$ cat config.mk
export PLATFORM = sky130hd
export DESIGN_NAME = xret_update
export DESIGN_NICKNAME = d
export VERILOG_FILES = /design/src/rtl/xret_pkg.sv /design/src/rtl/xret_arbiter.sv /design/src/rtl/xret_sret_unit.sv /design/src/rtl/xret_mret_unit.sv /design/src/rtl/xret_commit.sv /design/src/rtl/xret_update.sv
export SDC_FILE = /design/constraint.sdc
export NUM_CORES = 1
export LEC_CHECK = 0
export BUFFER_PORTS_ARGS = -buffer_cell sky130_fd_sc_hd__clkbuf_2
export CORE_UTILIZATION = 50
export DETAILED_ROUTE_END_ITERATION = 12
export PLACE_DENSITY_LB_ADDON = 0.12
export SLEW_MARGIN = 25
export SYNTH_ARGS = -nofsm -noshare
export SYNTH_HDL_FRONTEND = slang
export SYNTH_SLANG_ARGS = --single-unit
$ cat constraint.sdc
create_clock -name clk -period 3.86 [get_ports clk]
set_clock_uncertainty 0.1 [all_clocks]
set_input_delay 1.158 -clock clk [delete_from_list [all_inputs] [get_ports clk]]
set_output_delay 1.158 -clock clk [all_outputs]
set_load 0.05 [all_outputs]
$ cat src/rtl/xret_pkg.sv
package xret_pkg;

  localparam int PRIV_W = 2;
  localparam int IE_W   = 1 << PRIV_W;

  typedef logic [PRIV_W-1:0] priv_t;

  localparam priv_t PRIV_U = priv_t'(0);
  localparam priv_t PRIV_S = priv_t'(1);
  localparam priv_t PRIV_M = priv_t'(3);

  // Status fields consumed and produced by a trap return.
  typedef struct packed {
    logic [IE_W-1:0] ie;
    logic            spie;
    logic            spp;
    logic            mpie;
    priv_t           mpp;
    logic            mpv;
    logic            spv;
    logic            sp2v;
    logic            sp2p;
  } xstat_t;

  // Which return path was selected this cycle.
  typedef enum logic [1:0] {
    XR_NONE       = 2'd0,
    XR_SRET_PLAIN = 2'd1,
    XR_SRET_HYP   = 2'd2,
    XR_MRET       = 2'd3
  } xret_kind_e;

  // Complete outcome of one return path.
  typedef struct packed {
    xstat_t st;
    priv_t  priv;
    logic   virt;
    logic   swap;
  } xret_result_t;

endpackage

$ cat src/rtl/xret_arbiter.sv
module xret_arbiter
  import xret_pkg::*;
#(
  parameter bit HAS_HYP = 1'b1
) (
  input  logic       sret_i,
  input  logic       mret_i,
  input  priv_t      priv_i,
  input  logic       virt_i,
  output xret_kind_e kind_o,
  output logic       illegal_o
);

  logic sret_legal;
  logic mret_legal;
  logic hyp_path;

  // Supervisor return needs at least supervisor privilege.
  assign sret_legal = (priv_i != PRIV_U);
  // Machine return needs exactly machine privilege.
  assign mret_legal = (priv_i == PRIV_M);
  // Two-level pop applies only when the extension exists and the hart runs as host.
  assign hyp_path   = HAS_HYP && !virt_i;

  always_comb begin
    kind_o    = XR_NONE;
    illegal_o = 1'b0;
    if (mret_i) begin
      // Machine return wins over a simultaneous supervisor return.
      if (mret_legal) kind_o = XR_MRET;
      else            illegal_o = 1'b1;
    end else if (sret_i) begin
      if (!sret_legal)   illegal_o = 1'b1;
      else if (hyp_path) kind_o = XR_SRET_HYP;
      else               kind_o = XR_SRET_PLAIN;
    end
  end

endmodule

$ cat src/rtl/xret_sret_unit.sv
module xret_sret_unit
  import xret_pkg::*;
#(
  parameter bit HAS_HYP = 1'b1
) (
  input  xstat_t       cur_i,
  input  logic         virt_i,
  input  logic         spec_new_i,
  output xret_result_t plain_o,
  output xret_result_t hyp_o
);

  priv_t prev_priv;
  priv_t ie_sel;

  assign prev_priv = {{(PRIV_W-1){1'b0}}, cur_i.spp};
  // Legacy placement shifts the user enable by the previous privilege.
  assign ie_sel    = spec_new_i ? PRIV_S : prev_priv;

  always_comb begin
    plain_o            = '0;
    plain_o.st         = cur_i;
    plain_o.st.ie[ie_sel] = cur_i.spie;
    plain_o.st.spie    = 1'b1;
    plain_o.st.spp     = 1'b0;
    plain_o.priv       = prev_priv;
    plain_o.virt       = virt_i;
    plain_o.swap       = 1'b0;
  end

  generate
    if (HAS_HYP) begin : g_hyp
      always_comb begin
        hyp_o             = '0;
        hyp_o.st          = cur_i;
        // Pop the second level into the first, then empty the second.
        hyp_o.st.spv      = cur_i.sp2v;
        hyp_o.st.spp      = cur_i.sp2p;
        hyp_o.st.sp2v     = 1'b0;
        hyp_o.st.sp2p     = 1'b0;
        hyp_o.st.ie[PRIV_S] = cur_i.spie;
        hyp_o.st.spie     = 1'b1;
        hyp_o.priv        = prev_priv;
        hyp_o.virt        = cur_i.spv;
        hyp_o.swap        = cur_i.spv;
      end
    end else begin : g_nohyp
      assign hyp_o = '0;
    end
  endgenerate

endmodule

$ cat src/rtl/xret_mret_unit.sv
module xret_mret_unit
  import xret_pkg::*;
#(
  parameter bit HAS_HYP = 1'b1
) (
  input  xstat_t       cur_i,
  input  logic         virt_i,
  input  logic         spec_new_i,
  output xret_result_t res_o
);

  priv_t ie_sel;

  assign ie_sel = spec_new_i ? PRIV_M : cur_i.mpp;

  always_comb begin
    res_o               = '0;
    res_o.st            = cur_i;
    res_o.st.ie[ie_sel] = cur_i.mpie;
    res_o.st.mpie       = 1'b1;
    res_o.st.mpp        = PRIV_U;
    res_o.st.mpv        = 1'b0;
    res_o.priv          = cur_i.mpp;
    // Without the extension the virtualization flag is not touched.
    res_o.virt          = HAS_HYP ? cur_i.mpv : virt_i;
    res_o.swap          = HAS_HYP && cur_i.mpv;
  end

endmodule

$ cat src/rtl/xret_commit.sv
module xret_commit
  import xret_pkg::*;
(
  input  logic         clk,
  input  logic         rst_n,
  input  xret_kind_e   kind_i,
  input  logic         illegal_i,
  input  xret_result_t plain_i,
  input  xret_result_t hyp_i,
  input  xret_result_t mret_res_i,
  output xstat_t       st_o,
  output priv_t        priv_o,
  output logic         virt_o,
  output logic         swap_o,
  output logic         commit_o,
  output logic         illegal_o
);

  xret_result_t sel;
  logic         take;
  xstat_t       st_q;
  priv_t        priv_q;
  logic         virt_q;
  logic         swap_q;
  logic         commit_q;
  logic         illegal_q;

  always_comb begin
    case (kind_i)
      XR_SRET_PLAIN: sel = plain_i;
      XR_SRET_HYP:   sel = hyp_i;
      XR_MRET:       sel = mret_res_i;
      default:       sel = '0;
    endcase
  end

  assign take = (kind_i != XR_NONE);

  always_ff @(posedge clk) begin
    if (!rst_n) begin
      st_q      <= '0;
      priv_q    <= PRIV_M;
      virt_q    <= 1'b0;
      swap_q    <= 1'b0;
      commit_q  <= 1'b0;
      illegal_q <= 1'b0;
    end else begin
      commit_q  <= take;
      illegal_q <= illegal_i;
      swap_q    <= take && sel.swap;
      if (take) begin
        st_q   <= sel.st;
        priv_q <= sel.priv;
        virt_q <= sel.virt;
      end
    end
  end

  assign st_o      = st_q;
  assign priv_o    = priv_q;
  assign virt_o    = virt_q;
  assign swap_o    = swap_q;
  assign commit_o  = commit_q;
  assign illegal_o = illegal_q;

  // a bank swap is only ever requested together with a commit.
  assert_swap_with_commit_R6: assert property (@(posedge clk) disable iff (!rst_n)
    swap_q |-> commit_q);

  // state only moves on a commit.
  assert_hold_without_commit_R1: assert property (@(posedge clk) disable iff (!rst_n)
    !commit_q |-> ($stable(st_q) && $stable(priv_q) && $stable(virt_q)));

  // illegal and commit never coincide.
  assert_illegal_excl_commit_R2: assert property (@(posedge clk) disable iff (!rst_n)
    !(illegal_q && commit_q));

endmodule

$ cat src/rtl/xret_update.sv
module xret_update
  import xret_pkg::*;
#(
  parameter bit HAS_HYP = 1'b1
) (
  input  logic       clk,
  input  logic       rst_n,
  input  logic       sret_req_i,
  input  logic       mret_req_i,
  input  logic       spec_new_i,
  input  logic [1:0] cur_priv_i,
  input  logic       cur_virt_i,
  input  logic [3:0] cur_ie_i,
  input  logic       cur_spie_i,
  input  logic       cur_spp_i,
  input  logic       cur_mpie_i,
  input  logic [1:0] cur_mpp_i,
  input  logic       cur_mpv_i,
  input  logic       cur_spv_i,
  input  logic       cur_sp2v_i,
  input  logic       cur_sp2p_i,
  output logic       commit_o,
  output logic       illegal_o,
  output logic       swap_o,
  output logic [1:0] nxt_priv_o,
  output logic       nxt_virt_o,
  output logic [3:0] nxt_ie_o,
  output logic       nxt_spie_o,
  output logic       nxt_spp_o,
  output logic       nxt_mpie_o,
  output logic [1:0] nxt_mpp_o,
  output logic       nxt_mpv_o,
  output logic       nxt_spv_o,
  output logic       nxt_sp2v_o,
  output logic       nxt_sp2p_o
);

  xstat_t       cur_st;
  xstat_t       nxt_st;
  xret_kind_e   kind;
  logic         illegal_now;
  xret_result_t plain_res;
  xret_result_t hyp_res;
  xret_result_t mret_res;

  always_comb begin
    cur_st.ie   = cur_ie_i;
    cur_st.spie = cur_spie_i;
    cur_st.spp  = cur_spp_i;
    cur_st.mpie = cur_mpie_i;
    cur_st.mpp  = cur_mpp_i;
    cur_st.mpv  = cur_mpv_i;
    cur_st.spv  = cur_spv_i;
    cur_st.sp2v = cur_sp2v_i;
    cur_st.sp2p = cur_sp2p_i;
  end

  xret_arbiter #(.HAS_HYP(HAS_HYP)) u_arb (
    .sret_i    (sret_req_i),
    .mret_i    (mret_req_i),
    .priv_i    (cur_priv_i),
    .virt_i    (cur_virt_i),
    .kind_o    (kind),
    .illegal_o (illegal_now)
  );

  xret_sret_unit #(.HAS_HYP(HAS_HYP)) u_sret (
    .cur_i      (cur_st),
    .virt_i     (cur_virt_i),
    .spec_new_i (spec_new_i),
    .plain_o    (plain_res),
    .hyp_o      (hyp_res)
  );

  xret_mret_unit #(.HAS_HYP(HAS_HYP)) u_mret (
    .cur_i      (cur_st),
    .virt_i     (cur_virt_i),
    .spec_new_i (spec_new_i),
    .res_o      (mret_res)
  );

  xret_commit u_commit (
    .clk        (clk),
    .rst_n      (rst_n),
    .kind_i     (kind),
    .illegal_i  (illegal_now),
    .plain_i    (plain_res),
    .hyp_i      (hyp_res),
    .mret_res_i (mret_res),
    .st_o       (nxt_st),
    .priv_o     (nxt_priv_o),
    .virt_o     (nxt_virt_o),
    .swap_o     (swap_o),
    .commit_o   (commit_o),
    .illegal_o  (illegal_o)
  );

  assign nxt_ie_o   = nxt_st.ie;
  assign nxt_spie_o = nxt_st.spie;
  assign nxt_spp_o  = nxt_st.spp;
  assign nxt_mpie_o = nxt_st.mpie;
  assign nxt_mpp_o  = nxt_st.mpp;
  assign nxt_mpv_o  = nxt_st.mpv;
  assign nxt_spv_o  = nxt_st.spv;
  assign nxt_sp2v_o = nxt_st.sp2v;
  assign nxt_sp2p_o = nxt_st.sp2p;

  // no request means no strobe of any kind.
  assert_idle_quiet_R1: assert property (@(posedge clk) disable iff (!rst_n)
    (!sret_req_i && !mret_req_i) |=> (!commit_o && !illegal_o && !swap_o));

  // supervisor return from user privilege is illegal.
  assert_sret_user_illegal_R2: assert property (@(posedge clk) disable iff (!rst_n)
    (sret_req_i && !mret_req_i && cur_priv_i == 2'd0)
      |=> (illegal_o && !commit_o && !swap_o && $stable(nxt_priv_o)));

  // machine return below machine privilege is illegal.
  assert_mret_low_illegal_R3: assert property (@(posedge clk) disable iff (!rst_n)
    (mret_req_i && cur_priv_i != 2'd3)
      |=> (illegal_o && !commit_o && !swap_o && $stable(nxt_virt_o)));

  // with both strobes, supervisor fields are passed through untouched.
  assert_mret_priority_R4: assert property (@(posedge clk) disable iff (!rst_n)
    (mret_req_i && sret_req_i && cur_priv_i == 2'd3)
      |=> (commit_o && nxt_spp_o == $past(cur_spp_i) && nxt_spie_o == $past(cur_spie_i)));

  // legal machine return privilege and previous-field effects.
  assert_mret_fields_R5: assert property (@(posedge clk) disable iff (!rst_n)
    (mret_req_i && cur_priv_i == 2'd3)
      |=> (nxt_priv_o == $past(cur_mpp_i) && nxt_mpp_o == 2'd0 && !nxt_mpv_o && nxt_mpie_o));

  // supervisor return on the plain path.
  assert_sret_plain_R7: assert property (@(posedge clk) disable iff (!rst_n)
    (sret_req_i && !mret_req_i && cur_priv_i != 2'd0 && (!HAS_HYP || cur_virt_i))
      |=> (nxt_priv_o == {1'b0, $past(cur_spp_i)} && !nxt_spp_o && nxt_spie_o
           && nxt_virt_o == $past(cur_virt_i) && !swap_o));

  // supervisor return on the two-level pop path.
  assert_sret_hyp_R8: assert property (@(posedge clk) disable iff (!rst_n)
    (HAS_HYP && sret_req_i && !mret_req_i && cur_priv_i != 2'd0 && !cur_virt_i)
      |=> (nxt_virt_o == $past(cur_spv_i) && swap_o == $past(cur_spv_i)
           && nxt_spv_o == $past(cur_sp2v_i) && !nxt_sp2v_o && !nxt_sp2p_o));

endmodule

==> impl_metrics.yaml, run 1 <==
synth:
  synth_area_per_cell_sq_um: 9.67
  synth_edf_count: 0
  async_flop_share: 0
  syn-cell-area_sq_um: 986
  synth-main-ff-cell: "dfxtp_1"
  yosysSeqAreaShare: 0.386
  synthCells: 102
  ys_warn_count: 0
  synth_cell_type_count: 37
  ys_ff_latch: 19
  syn_nets: 123
sta:
  finalHoldViolations: 0
  setup_viol: 0
  setup_tns_ns: 0
  whs_ns: 0.360
  period_minus_slack_ns: 2.38
  relSlewSlack: 0.607
  layout_setup_ws_ns: 1.48
  min_period_over_period: 0.616
  slew_violations: 0
  fmax_ghz: 0.420
  rsz0062_at_grt: "false"
  tightest_slew_ns: 0.590
cts:
  clk_latency_ns: 0.29
  post_cts_resized: 0
  numCtsBuffers: 3
  clockBufferDepth: 2
  clk_pin_slew_ns: 0.10
  clock_tree.root_cell: "clkbuf_4"
  cts_tree: "done"
  cts_sinks: 19
  postCtsSetupRepairBufs: 0
  hold_buffers: 0
  htreeDepth: 1
floorplanning:
  die_area_sq_mm: 0.00215
  num_io_pins: 40
  die_h_um: 46.4
  core_sq_mm: 0.00178
  start_util: 0.553
  die_x_um: 46.4
  placementRows: 15
power_and_ir_drop:
  vdd_drop_max_uv: 329
  seq_power_share: 0.484
  internal_power_mw: 0.286
  combPwrFrac: 0.286
  p_leak_nw: 0.527
  swShare: 0.355
  power_frac_clock: 0.229
  power.net_switching_mw: 0.158
  power_density_mw_per_mm2: 369
hold_path:
  hold_class: "reg -> reg"
critical_path:
  crit_required_ns: 3.97
  critPathMaxFanout: 10
  critPathMaxStageDelay_ns: 0.48
  worstPathCellList: "clkbuf_2, nand2b_1, o21ai_2, nor2_1, nor4b_2"
  worstSetupStartpoint: "mret_req_i"
  startpoint_type: "input pin"
  reg2reg_from: "u_commit.st_o[2]"
  reg2regPathDepth: 2
  cp_slowest_cell: "o21ai_2"
  critPathKind: "in -> reg"
  r2r_end: "u_commit.st_o[2]"
  endpoint_kind: "flop"
  reg2reg_slack_ns: 3.01
  worstSetupEndpoint: "u_commit.st_o[9]"
  cp.arrival_ns: 2.49
global_route:
  grt_start_max_net_pins: 18
  grt_overflow: 0
  track_usage: 0.242
  antenna_found_initial: 0
  grt_pass1_vias: 803
  grt_pass1_wl_mm: 3.68
finish:
  mostFrequentLayoutCell: "clkbuf_2"
  area_growth_pct: 21.8
  final_nets: 163
  fin_area_sq_mm: 0.00120
  mostFrequentLayoutCells: "clkbuf_2, dfxtp_1, a21oi_1, nand2_1, nor2_1"
  diodes: 0
  fill_cells: 160
  drive_gt1_frac: 0.383
job:
  maxCapViolCount: 0
placed_design:
  pre_cts_ws_ns: 1.20
  dpl.hpwl_mm: 1.71
  placed_cell_area_sq_mm: 0.00117
  numPortBuffers: 39
  gp_congestion: 0.880
route:
  avgRoutedWirePerCell_um: 14.0
  drt_wl_total_mm: 2.33
  met1_length_mm: 1.11
  highest_layer: "met3"
  via_count: 938
  final_antenna_net_count: 0
  remaining_drc_errors: 0
  drtPass1Iterations: 4
  drt-initial-drc-count: 15
  via_per_inst: 5.65
  wl_met3_um: 120
  dr_wl_met2_mm: 1.10
run_status:
  status: "finished, final reports clean"
-- worst max-delay path: cells and delay by family --
kind,cells,cell delay [ns]
simple gates,3,0.72
compound gates,1,0.48
buf+inv,1,0.13
-- per-stage QoR --
| step | instances | total power, mW | util |
|---|---|---|---|
| floorplan | 102 | 0.309 | - |
| global placement | 162 | 0.344 | 0.659 |
| detailed placement | 162 | 0.346 | 0.659 |
| CTS | 166 | 0.445 | 0.674 |
| global route | 166 | 0.465 | 0.674 |
| finish | 166 | 0.444 | 0.674 |
-- cells in the mapped netlist, drive strengths merged, types with 3 or more instances --
| cell | number | area (sq um) |
|---|---|---|
| dfxtp | 19 | 380 |
| nor2 | 8 | 45.0 |
| buf | 3 | 33.8 |
| a22oi | 4 | 30.0 |
| and2 | 3 | 18.8 |
| mux2i | 5 | 50.1 |
| o21ai | 9 | 48.8 |
| nand2 | 6 | 22.5 |
| nor2b | 3 | 18.8 |
| and3 | 4 | 25.0 |
| o31ai | 3 | 41.3 |
| a21oi | 9 | 48.8 |
| nand3 | 5 | 30.0 |
-- sequential cells by signal, indices dropped and copies added (netlist names) --
| signal | cells |
|---|---|
| u_commit.st_o | 13 |
| u_commit.priv_o | 2 |
| u_commit.commit_o | 1 |
| u_commit.illegal_o | 1 |
| u_commit.swap_o | 1 |
| u_commit.virt_o | 1 |
-- power groups by stage --
stage / registers [mW] / clock network (mW) / logic, mW
finish: 0.215 / 0.102 / 0.127
global route: 0.216 / 0.113 / 0.136
CTS: 0.215 / 0.103 / 0.127
detailed placement: 0.219 / 0 / 0.127
global placement: 0.219 / 0 / 0.125
floorplan: 0.263 / 0 / 0.0457
-- layer usage --
layer / GRT usage / vias to the layer above
li1: - / 467
met1: 0.351 / 436
met2: 0.372 / 35
met3: 0.0588 / 0
met4: 0.0176 / 0
met5: 0 / -
-- cells by family (layout without fill, tap and decap cells) --
group / count (synthesis) / count (layout) / share of synthesized area
AND/OR/NAND/NOR: 37 / 37 / 0.246
AO/OA/AOI/OAI: 35 / 35 / 0.272
flip-flops: 19 / 19 / 0.386
buffers and inverters: 6 / 45 / 0.0457
multiplexers: 5 / 5 / 0.0508
-- cell type report --
type	instances	area, sq um	area share
Timing Repair Buffer	39	195	0.163
Multi-Input combinational cell	77	561	0.467
Clock buffer	4	26.3	0.0219
Sequential cell	19	380	0.317
Inverter	2	7.51	0.00625
Tap cell	25	31.3	0.0260
-- how the worst min path moves through the flow --
stage               depth (start not counted)              from                to  slack [ns]
floorplan                                   2  u_commit.st_o[7]  u_commit.st_o[7]        0.57
global placement                            2  u_commit.st_o[7]  u_commit.st_o[7]        0.34
detailed placement                          2  u_commit.st_o[7]  u_commit.st_o[7]        0.35
CTS                                         2  u_commit.st_o[7]  u_commit.st_o[7]        0.36
global route                                2  u_commit.st_o[7]  u_commit.st_o[7]        0.39
finish                                      2  u_commit.st_o[7]  u_commit.st_o[7]        0.36
Note: power is estimated with default switching activity, not from simulation.
==> run 2: changes to the inputs <==
- CORE_UTILIZATION: 50 -> 42
- clock period: 3.86 -> 2.1 ns (I/O delays scaled with it)
==> run 2 against run 1 <==
Compared with the run above: first-iteration DRC count increased by 73%; critical endpoint unchanged; non-clock buffer count increased by 1; sequential power is 84% higher; die area is 18% higher.
==> impl_metrics.yaml, run 2 (synthesis gave the netlist of run 1 again) <==
cts:
  postCtsSetupRepairBufs: 0
  numCtsBuffers: 3
  cts_sinks: 19
  clk_latency_ns: 0.29
  hold_buffers: 0
  htreeDepth: 1
  clk_pin_slew_ns: 0.10
  post_cts_resized: 0
  clockBufferDepth: 2
  clock_tree.root_cell: "clkbuf_4"
  cts_tree: "done"
route:
  drtPass1Iterations: 5
  avgRoutedWirePerCell_um: 14.0
  via_count: 926
  remaining_drc_errors: 0
  final_antenna_net_count: 0
  drt-initial-drc-count: 26
  drt_wl_total_mm: 2.38
  via_per_inst: 5.45
critical_path:
  critPathKind: "in -> reg"
  worstPathCellList: "clkbuf_2, nand2b_1, buf_4, o21ai_2, nor2_1, nor4b_2"
  endpoint_kind: "flop"
  critPathMaxFanout: 10
  cp_slowest_cell: "o21ai_2"
  crit_required_ns: 2.20
  cp.arrival_ns: 1.79
  worstSetupStartpoint: "mret_req_i"
  critPathMaxStageDelay_ns: 0.36
  reg2regPathDepth: 3
  startpoint_type: "input pin"
  reg2reg_from: "u_commit.priv_o[0]"
sta:
  min_period_over_period: 0.804
  tightest_slew_ns: 0.393
  fmax_ghz: 0.592
  setup_viol: 0
  rsz0062_at_grt: "false"
  finalHoldViolations: 0
  slew_violations: 0
  setup_tns_ns: 0
  layout_setup_ws_ns: 0.412
  period_minus_slack_ns: 1.69
  relSlewSlack: 0.738
global_route:
  grt_start_max_net_pins: 18
  grt_pass1_vias: 802
  grt_pass1_wl_mm: 3.65
  track_usage: 0.197
  antenna_found_initial: 0
  grt_overflow: 0
hold_path:
  min_from: "u_commit.st_o[7]"
  hold_depth: 2
  hold_class: "reg -> reg"
finish:
  diodes: 0
  largest_reg_flops: 13
  mostFrequentLayoutCell: "clkbuf_2"
  final_util: 0.548
  fin_area_sq_mm: 0.00121
  final_nets: 164
  drive_gt1_frac: 0.387
  area_growth_pct: 23.0
  mostFrequentLayoutCells: "clkbuf_2, dfxtp_1, a21oi_1, nand2_1, nor2_1"
power_and_ir_drop:
  total_power_mw: 0.806
  p_leak_nw: 0.531
  power_density_mw_per_mm2: 665
  vdd_drop_max_uv: 475
placed_design:
  pre_cts_ws_ns: 0.0872
  gp_congestion: 0.798
  numPortBuffers: 39
  placed_cell_area_sq_mm: 0.00119
  dpl.hpwl_mm: 1.83
floorplanning:
  die_area_sq_mm: 0.00255
  die_h_um: 50.5
  placementRows: 17
  die_x_um: 50.5
  start_util: 0.446
  core_sq_mm: 0.00221
  num_io_pins: 40
run_status:
  status: "finished, final reports clean"
job:
  maxCapViolCount: 0
## run 2: cell types whose count changed in the layout (fill, tap and decap cells not counted)
cell	change
buf_4	+1
## run 2: through the flow
| step | hold WS [ns] | cells |
|---|---|---|
| 2_1_floorplan | 0.566 | 102 |
| 6_report | 0.364 | 170 |
| 3_5_place_dp | 0.349 | 166 |
| 3_3_place_gp | 0.340 | 166 |
| 5_1_grt | 0.376 | 170 |
| 4_1_cts | 0.366 | 170 |
## run 2: final timing paths
path                   endpoint  slack, ns
min            u_commit.st_o[7]       0.36
max            u_commit.st_o[9]       0.41
max reg2reg  u_commit.priv_o[0]       1.26
min reg2reg    u_commit.st_o[7]       0.36
## run 2: worst max-delay path, delay by kind of cell
family	cells	cell delay (ns)
simple gates	3	0.49
compound gates	1	0.36
buf+inv	2	0.31
## run 2: cell type report
class	count	area, sq um
timing repair buffer	40	203
inverter	2	7.51
clock buffer	4	26.3
tap	28	35.0
sequential	19	380
fill	223	1000
multi-input combinational	77	561
## run 2: layer usage
layer  share of wire  track usage  wire length [um]
met1            0.46        0.264              1090
met4           0.010       0.0694                25
met2            0.48        0.320              1140
met5               0            0                 0
met3           0.056       0.0303               134
## run 2: report_power, final
part	leakage, nW	internal, mW	switching (mW)
Clock	0.0150	0.0738	0.103
Sequential	0.156	0.384	0.0117
Combinational	0.360	0.0696	0.165
Total	0.531	0.527	0.279
